File: config.mk
export PLATFORM = sky130hd
export DESIGN_NAME = adc_scan_seq
export DESIGN_NICKNAME = d
export VERILOG_FILES = /design/src/rtl/adc_scan_pkg.sv /design/src/rtl/scan_ctrl.sv /design/src/rtl/scan_dp.sv /design/src/rtl/adc_scan_seq.sv
export SDC_FILE = /design/constraint.sdc
export NUM_CORES = 1
export LEC_CHECK = 0
export ABC_AREA = 1
export BUFFER_PORTS_ARGS = -buffer_cell sky130_fd_sc_hd__buf_2
export CORE_UTILIZATION = 50
export CTS_BUF_LIST = sky130_fd_sc_hd__clkbuf_4 sky130_fd_sc_hd__clkbuf_8
export CTS_CLUSTER_SIZE = 25
export DETAILED_ROUTE_END_ITERATION = 10
export GPL_ROUTABILITY_DRIVEN = 0
export HOLD_SLACK_MARGIN = 0.02
export PLACE_DENSITY = 0.7
export SKIP_LAST_GASP = 1
export SYNTH_ARGS = -nofsm -noshare
export SYNTH_HDL_FRONTEND = slang
export SYNTH_SLANG_ARGS = --single-unit
export TNS_END_PERCENT = 100
File: constraint.sdc
create_clock -name clk -period 2 [get_ports clk]
set_clock_uncertainty 0.05 [all_clocks]
set_input_delay 0.1 -clock clk [delete_from_list [all_inputs] [get_ports clk]]
set_output_delay 0.1 -clock clk [all_outputs]
set_load 0.1 [all_outputs]
File: src/rtl/adc_scan_pkg.sv
package adc_scan_pkg;
  typedef enum logic [2:0] {
    ST_IDLE,
    ST_DELAY,
    ST_SAMPLE,
    ST_FIRE,
    ST_WAIT
  } seqState_t;

  // strobes from control to datapath
  typedef struct packed {
    logic rewind;   // channel index back to 0
    logic advance;  // channel index + 1
    logic store;    // capture converter result
    logic passEnd;  // set end flag
  } seqStrobe_t;

  localparam int CSR_FLAG = 7;
  localparam int CSR_IE   = 6;
  localparam int CSR_RUN  = 5;
  localparam int CSR_BANK = 4;
endpackage

File: src/rtl/scan_ctrl.sv
module scan_ctrl
  import adc_scan_pkg::*;
#(
  parameter int START_DLY  = 6,
  parameter int SAMPLE_LEN = 4
) (
  input  logic       clk,
  input  logic       rstN,
  input  logic       runBit,
  input  logic       atLast,
  input  logic       convDone,
  output logic       convStart,
  output seqStrobe_t strobe
);
  localparam int MAX_LEN = (START_DLY > SAMPLE_LEN) ? START_DLY : SAMPLE_LEN;
  localparam int CNT_W   = $clog2(MAX_LEN + 1);

  seqState_t state, stateNxt;
  logic [CNT_W-1:0] cnt, cntNxt;

  always_ff @(posedge clk) begin
    if (!rstN) begin
      state <= ST_IDLE;
      cnt   <= '0;
    end else begin
      state <= stateNxt;
      cnt   <= cntNxt;
    end
  end

  always_comb begin
    stateNxt = state;
    cntNxt   = cnt;
    strobe   = '0;
    case (state)
      ST_IDLE: begin
        if (runBit) begin
          stateNxt      = ST_DELAY;
          cntNxt        = CNT_W'(START_DLY - 1);
          strobe.rewind = 1'b1;
        end
      end
      ST_DELAY: begin
        if (!runBit) stateNxt = ST_IDLE;
        else if (cnt == '0) begin
          stateNxt = ST_SAMPLE;
          cntNxt   = CNT_W'(SAMPLE_LEN - 1);
        end else cntNxt = cnt - 1'b1;
      end
      ST_SAMPLE: begin
        if (!runBit) stateNxt = ST_IDLE;
        else if (cnt == '0) stateNxt = ST_FIRE;
        else cntNxt = cnt - 1'b1;
      end
      ST_FIRE: begin
        stateNxt = runBit ? ST_WAIT : ST_IDLE;
      end
      ST_WAIT: begin
        if (!runBit) stateNxt = ST_IDLE;
        else if (convDone) begin
          strobe.store = 1'b1;
          if (atLast) begin
            strobe.passEnd = 1'b1;
            strobe.rewind  = 1'b1;
          end else begin
            strobe.advance = 1'b1;
          end
          stateNxt = ST_SAMPLE;
          cntNxt   = CNT_W'(SAMPLE_LEN - 1);
        end
      end
      default: stateNxt = ST_IDLE;
    endcase
  end

  assign convStart = (state == ST_FIRE) && runBit;

  assert_start_pulse_R10: assert property (@(posedge clk) disable iff (!rstN)
    convStart |=> !convStart);
  assert_stop_to_idle_R8: assert property (@(posedge clk) disable iff (!rstN)
    !runBit |=> state == ST_IDLE);
  assert_first_delay_R2: assert property (@(posedge clk) disable iff (!rstN)
    (state == ST_IDLE && runBit) |=> state == ST_DELAY);
endmodule

File: src/rtl/scan_dp.sv
module scan_dp
  import adc_scan_pkg::*;
#(
  parameter int CH_IDX_W = 2,
  parameter int RES_W    = 10,
  parameter int DATA_W   = 16,
  parameter int ADDR_W   = 4
) (
  input  logic                           clk,
  input  logic                           rstN,
  input  logic                           busSel,
  input  logic                           busWr,
  input  logic [ADDR_W-1:0]              busAddr,
  input  logic [DATA_W-1:0]              busWdata,
  output logic [DATA_W-1:0]              busRdata,
  input  seqStrobe_t                     strobe,
  input  logic [RES_W-1:0]               convResult,
  output logic                           runBit,
  output logic                           atLast,
  output logic [CH_IDX_W:0]              convCh,
  output logic                           irq
);
  localparam int NUM_CH = 2 ** (CH_IDX_W + 1);

  logic                          runR, ieR, flagR, bankR, armR;
  logic [CH_IDX_W-1:0]           topR, idxR;
  logic [NUM_CH-1:0][RES_W-1:0]  results;
  logic                          csrWr, csrRd;

  assign csrWr = busSel && busWr && (busAddr == '0);
  assign csrRd = busSel && !busWr && (busAddr == '0);

  always_ff @(posedge clk) begin
    if (!rstN) begin
      runR  <= 1'b0;
      ieR   <= 1'b0;
      flagR <= 1'b0;
      bankR <= 1'b0;
      topR  <= '0;
      armR  <= 1'b0;
    end else begin
      if (csrWr) begin
        runR <= busWdata[CSR_RUN];
        ieR  <= busWdata[CSR_IE];
        if (!runR) begin
          bankR <= busWdata[CSR_BANK];
          topR  <= busWdata[CH_IDX_W-1:0];
        end
        armR <= 1'b0;
        if (armR && !busWdata[CSR_FLAG]) flagR <= 1'b0;
      end else if (csrRd && flagR) begin
        armR <= 1'b1;
      end
      if (strobe.passEnd) flagR <= 1'b1;
    end
  end

  always_ff @(posedge clk) begin
    if (!rstN) idxR <= '0;
    else if (strobe.rewind) idxR <= '0;
    else if (strobe.advance) idxR <= idxR + 1'b1;
  end

  always_ff @(posedge clk) begin
    if (!rstN) results <= '0;
    else if (strobe.store) begin
      for (int i = 0; i < NUM_CH; i++)
        if (convCh == (CH_IDX_W + 1)'(i)) results[i] <= convResult;
    end
  end

  always_comb begin
    busRdata = '0;
    if (busAddr == '0) begin
      busRdata[CSR_FLAG]       = flagR;
      busRdata[CSR_IE]         = ieR;
      busRdata[CSR_RUN]        = runR;
      busRdata[CSR_BANK]       = bankR;
      busRdata[CH_IDX_W-1:0]   = topR;
    end else begin
      for (int i = 0; i < NUM_CH; i++)
        if (busAddr == ADDR_W'(i + 1)) busRdata[RES_W-1:0] = results[i];
    end
  end

  assign runBit = runR;
  assign atLast = (idxR == topR);
  assign convCh = {bankR, idxR};
  assign irq    = flagR && ieR;

  assert_flag_sticky_R7: assert property (@(posedge clk) disable iff (!rstN)
    (flagR && !(csrWr && armR && !busWdata[CSR_FLAG])) |=> flagR);
  assert_group_frozen_R9: assert property (@(posedge clk) disable iff (!rstN)
    (runR && csrWr) |=> ($stable(bankR) && $stable(topR)));
  assert_index_step_R3: assert property (@(posedge clk) disable iff (!rstN)
    strobe.advance |=> idxR == CH_IDX_W'($past(idxR) + 1'b1));
  assert_pass_wrap_R5: assert property (@(posedge clk) disable iff (!rstN)
    strobe.passEnd |=> (flagR && idxR == '0));
  assert_results_frozen_R8: assert property (@(posedge clk) disable iff (!rstN)
    !runR |=> $stable(results));
  assert_irq_raise_R6: assert property (@(posedge clk) disable iff (!rstN)
    (strobe.passEnd && ieR && !csrWr) |=> irq);
endmodule

File: src/rtl/adc_scan_seq.sv
module adc_scan_seq
  import adc_scan_pkg::*;
#(
  parameter int CH_IDX_W   = 2,
  parameter int RES_W      = 10,
  parameter int DATA_W     = 16,
  parameter int ADDR_W     = 4,
  parameter int START_DLY  = 6,
  parameter int SAMPLE_LEN = 4
) (
  input  logic                  clk,
  input  logic                  rstN,
  input  logic                  busSel,
  input  logic                  busWr,
  input  logic [ADDR_W-1:0]     busAddr,
  input  logic [DATA_W-1:0]     busWdata,
  output logic [DATA_W-1:0]     busRdata,
  output logic                  convStart,
  output logic [CH_IDX_W:0]     convCh,
  input  logic                  convDone,
  input  logic [RES_W-1:0]      convResult,
  output logic                  irq
);
  seqStrobe_t strobe;
  logic       runBit, atLast;

  scan_ctrl #(.START_DLY(START_DLY), .SAMPLE_LEN(SAMPLE_LEN)) uCtrl (
    .clk(clk), .rstN(rstN), .runBit(runBit), .atLast(atLast),
    .convDone(convDone), .convStart(convStart), .strobe(strobe)
  );

  scan_dp #(.CH_IDX_W(CH_IDX_W), .RES_W(RES_W), .DATA_W(DATA_W), .ADDR_W(ADDR_W)) uDp (
    .clk(clk), .rstN(rstN), .busSel(busSel), .busWr(busWr), .busAddr(busAddr),
    .busWdata(busWdata), .busRdata(busRdata), .strobe(strobe),
    .convResult(convResult), .runBit(runBit), .atLast(atLast),
    .convCh(convCh), .irq(irq)
  );
endmodule

==> results.py <==
metrics = {
    "synth": {
        "post_synth_edffs": 0,
        "synth_mux_area_frac": 0,
        "number_of_distinct_library_cells_after_synthesis": 32,
        "syn_avg_cell_area_um2": 7.099,
        "synth.yosys.warnings": 0,
        "synth-simple-area-share": 0.2659,
        "post_synth_adder_cell_area": 0.01692,
        "yosys.area.top_type_share": 0.4287,
        "synthTopCellsByArea": "sky130_fd_sc_hd__dfxtp_1, sky130_fd_sc_hd__nor2_1, sky130_fd_sc_hd__nand2_1",
        "postSynth.topFlopCell": "sky130_fd_sc_hd__dfxtp_1",
        "syn_inst": 625,
        "fraction_of_registers_with_async_set_reset": 0,
        "post_synthesis_instance_area_um2": 4437,
        "synth_sequential_area_ratio": 0.4287,
        "yosysTopAreaCell": "sky130_fd_sc_hd__dfxtp_1",
        "main_combinational_cell_family_by_area_after_synthesis": "simple AND/OR/NAND/NOR gates",
        "yosys.area_share.xor_xnor": 0.003948,
        "synth-compound-area-share": 0.1870,
        "yosys_register_bits": 95,
    },
    "sta": {
        "timing.slew.headroom": 0.6319,
        "holdWs_ns": 0.01365,
        "final-hold-violation-count": 0,
        "final_critical_path_share_of_the_clock_period": 0.9226,
        "grt_setup_unrepaired": "yes",
        "final_max_slew_viol_count": 0,
        "setup_viols_final": 0,
        "period_needed_ns": 1.845,
        "maxClockFrequency_mhz": 541.9,
        "setup_total_negative_slack_ns": 0,
        "worst_pin_slew_ns": 0.5521,
    },
    "route": {
        "drt-wirelength-per-cell_um": 14.19,
        "dr_total_vias": 4190,
        "ant_nets": 0,
        "route.detailed.drc": 0,
        "wirelength_um": 11170,
        "ratio_of_routed_vias_to_standard_cells": 5.324,
        "drt-pass1-iter-count": 5,
        "first_iter_violations": 278,
    },
    "worst_setup_path": {
        "timing.critical_path.arrival_ns": 2.11,
        "criticalPathCategory": "flop to flop",
        "critical_path.reg2reg.startpoint": "uCtrl.state[0]",
        "worst_ep_required_time_ns": 2.26,
        "timing.critical_path.max_delay_family": "simple AND/OR/NAND/NOR gates",
        "critical_path.cell_chain": "nor2_2 > nand2_2 > nor3_4 > nand3_2 > inv_2 > nor2_1 > nor2_1",
        "rrSetupSlack_ns": 0.15,
        "timing.critical_path.slowest_cell_delay_ns": 0.35,
        "crit_slowest_cell": "sky130_fd_sc_hd__dfxtp_1",
        "startpoint": "uCtrl.state[0]",
        "cp.buffers_inverters": 1,
        "crit_path_end_kind": "flop",
        "cpMostUsedCell": "sky130_fd_sc_hd__nor2_1",
        "critical_path_peak_fanout": 11,
        "crit_path_start_kind": "flop",
    },
    "placement": {
        "buffer_ports.inserted": 39,
        "place.detailed.hpwl_um": 8157,
        "dp.cells": 759,
        "placed_cell_area_um2": 4868,
    },
    "cts": {
        "insertion_delay_ns": 0.37,
        "cts.htree.levels": 3,
        "clock_tree.buffer_depth": 2,
        "cts_post_setup_buffers_inserted": 0,
        "clkSlewWorstSetupHoldPaths_ns": 0.09,
        "cts.root.buffer_cell": "sky130_fd_sc_hd__clkbuf_8",
        "number_of_clock_sinks": 95,
        "cts_tree": "done",
        "cts_buffers": 9,
    },
    "pwr": {
        "cellPowerDensity_nw_per_um2": 777.0,
        "cellLeakagePower_nw": 2.185,
        "worst_ir_drop_vdd_uv": 565.5,
    },
    "min_path": {
        "hp-class": "input port to flop",
        "hold_start": "convResult[6]",
    },
    "global_routing": {
        "global_route.usage.total": 0.2571,
        "grt-ovfl-total": 0,
        "grt_start_max_net_pins": 60,
        "antenna_violations_before_repair": 0,
        "grt_first_pass_wirelength_um": 17810,
        "grt_pass1_vias": 3844,
    },
    "floorplanning": {
        "std_cell_rows": 34,
        "io_pins": 56,
        "start_util": 0.5138,
        "floorplan.die.height_um": 96.20,
        "die-width_um": 96.20,
        "floorplan.die_area_um2": 9254,
        "core_area_um2": 8636,
    },
    "finish": {
        "fillerInstances": 801,
        "post-route-cell-area_um2": 5258,
        "mostFrequentLayoutCells": "sky130_fd_sc_hd__nor2_1, sky130_fd_sc_hd__dfxtp_1, sky130_fd_sc_hd__nand2_1",
        "antenna_cells": 0,
        "final_cells": 787,
        "finish.net_count": 715,
        "multi_input_area_um2": 2132,
        "layout_commonest_cell": "sky130_fd_sc_hd__nor2_1",
        "layout.area.seq_um2": 1904,
        "final_layout_size_suffix_gt1_frac": 0.1384,
        "final_util": 0.6088,
        "area_growth_pct": 18.50,
    },
    "status": {
        "run_status": "completed",
    },
    "job": {
        "cap_violations": 0,
    },
}
registers in the layout, summed over array words and instances, names as in the netlist:
signal	cells
uCtrl.cnt	3
uCtrl.state	3
uDp.armR	1
uDp.bankR	1
uDp.flagR	1
uDp.idxR	2
uDp.ieR	1
uDp.results	80
uDp.runBit	1
uDp.topR	2
area by class of cell:
class | count | area share
clock inverters | 7 | 0.02713
clock buffers | 9 | 0.02356
flip-flops and latches | 95 | 0.3622
repair buffers | 66 | 0.1123
well taps | 108 | 0.02570
multi-input cells | 441 | 0.4055
inverters | 61 | 0.04355
layer usage:
metal | up-vias | track usage | share of wire
met3 | 19 | 0.05450 | 0.041
met1 | 1928 | 0.2960 | 0.42
met2 | 107 | 0.4752 | 0.52
met4 | 0 | 0.07090 | 0.018
li1 | 2136 | - | -
met5 | - | 0 | 0
cells by family (layout without fill, tap and decap cells):
logic type	after synthesis	in the layout
buffers and inverters	94	143
other	1	6
and+or+nand+nor	265	265
AOI/OAI and AO/OA	162	162
DFF	95	95
xor gates and xnor gates	2	2
adders and majority gates	6	6
cells in the mapped netlist (3+ instances only):
cell and n:
sky130_fd_sc_hd__a21oi_1 57, sky130_fd_sc_hd__buf_2 10, sky130_fd_sc_hd__buf_4 7, sky130_fd_sc_hd__buf_6 5
sky130_fd_sc_hd__clkbuf_1 11, sky130_fd_sc_hd__dfxtp_1 95, sky130_fd_sc_hd__ha_1 6, sky130_fd_sc_hd__inv_1 57
sky130_fd_sc_hd__inv_2 4, sky130_fd_sc_hd__nand2_1 88, sky130_fd_sc_hd__nand3_1 40, sky130_fd_sc_hd__nand3_2 3
sky130_fd_sc_hd__nand4_1 15, sky130_fd_sc_hd__nor2_1 103, sky130_fd_sc_hd__nor2_2 3, sky130_fd_sc_hd__nor2_4 3
sky130_fd_sc_hd__o211ai_1 4, sky130_fd_sc_hd__o21ai_0 63, sky130_fd_sc_hd__o21ai_1 35
power by group:
| part | total, mW | internal (mW) | switching (mW) |
|---|---|---|---|
| logic | 0.504 | 0.151 | 0.353 |
| clock network | 1.65 | 0.963 | 0.690 |
| registers | 1.93 | 1.91 | 0.0207 |
| total | 4.08 | 3.02 | 1.06 |
metrics by stage:
stage | worst slack, ns | total power [mW]
after floorplan | -0.05481 | 2.319
after CTS | 0.1364 | 4.101
after detailed placement | 0.1348 | 2.452
final | 0.1548 | 4.085
after global placement | 0.1807 | 2.439
after global routing | -0.07013 | 4.249
path summary, 6_finish.rpt:
check	endpoint	cells past startpoint
hold reg to reg	uDp.results[38]	2
setup / recovery	uDp.results[70]	7
hold / removal	uDp.results[76]	3
setup reg to reg	uDp.results[70]	7
repair_timing:
| item | in CTS | in global routing |
|---|---|---|
| resized for setup | 0 | 1 |
| hold buffers | 11 | 1 |
| endpoints found under the hold margin | 20 | 1 |
| setup endpoints to repair | 0 | 23 |
worst register-to-register path, delay by kind of cell, from the launching register on:
kind	cells	cell delay, ns
flops	1	0.35
simple gates	6	1.13
buf+inv	1	0.26
(Power assumes the default switching activity.)
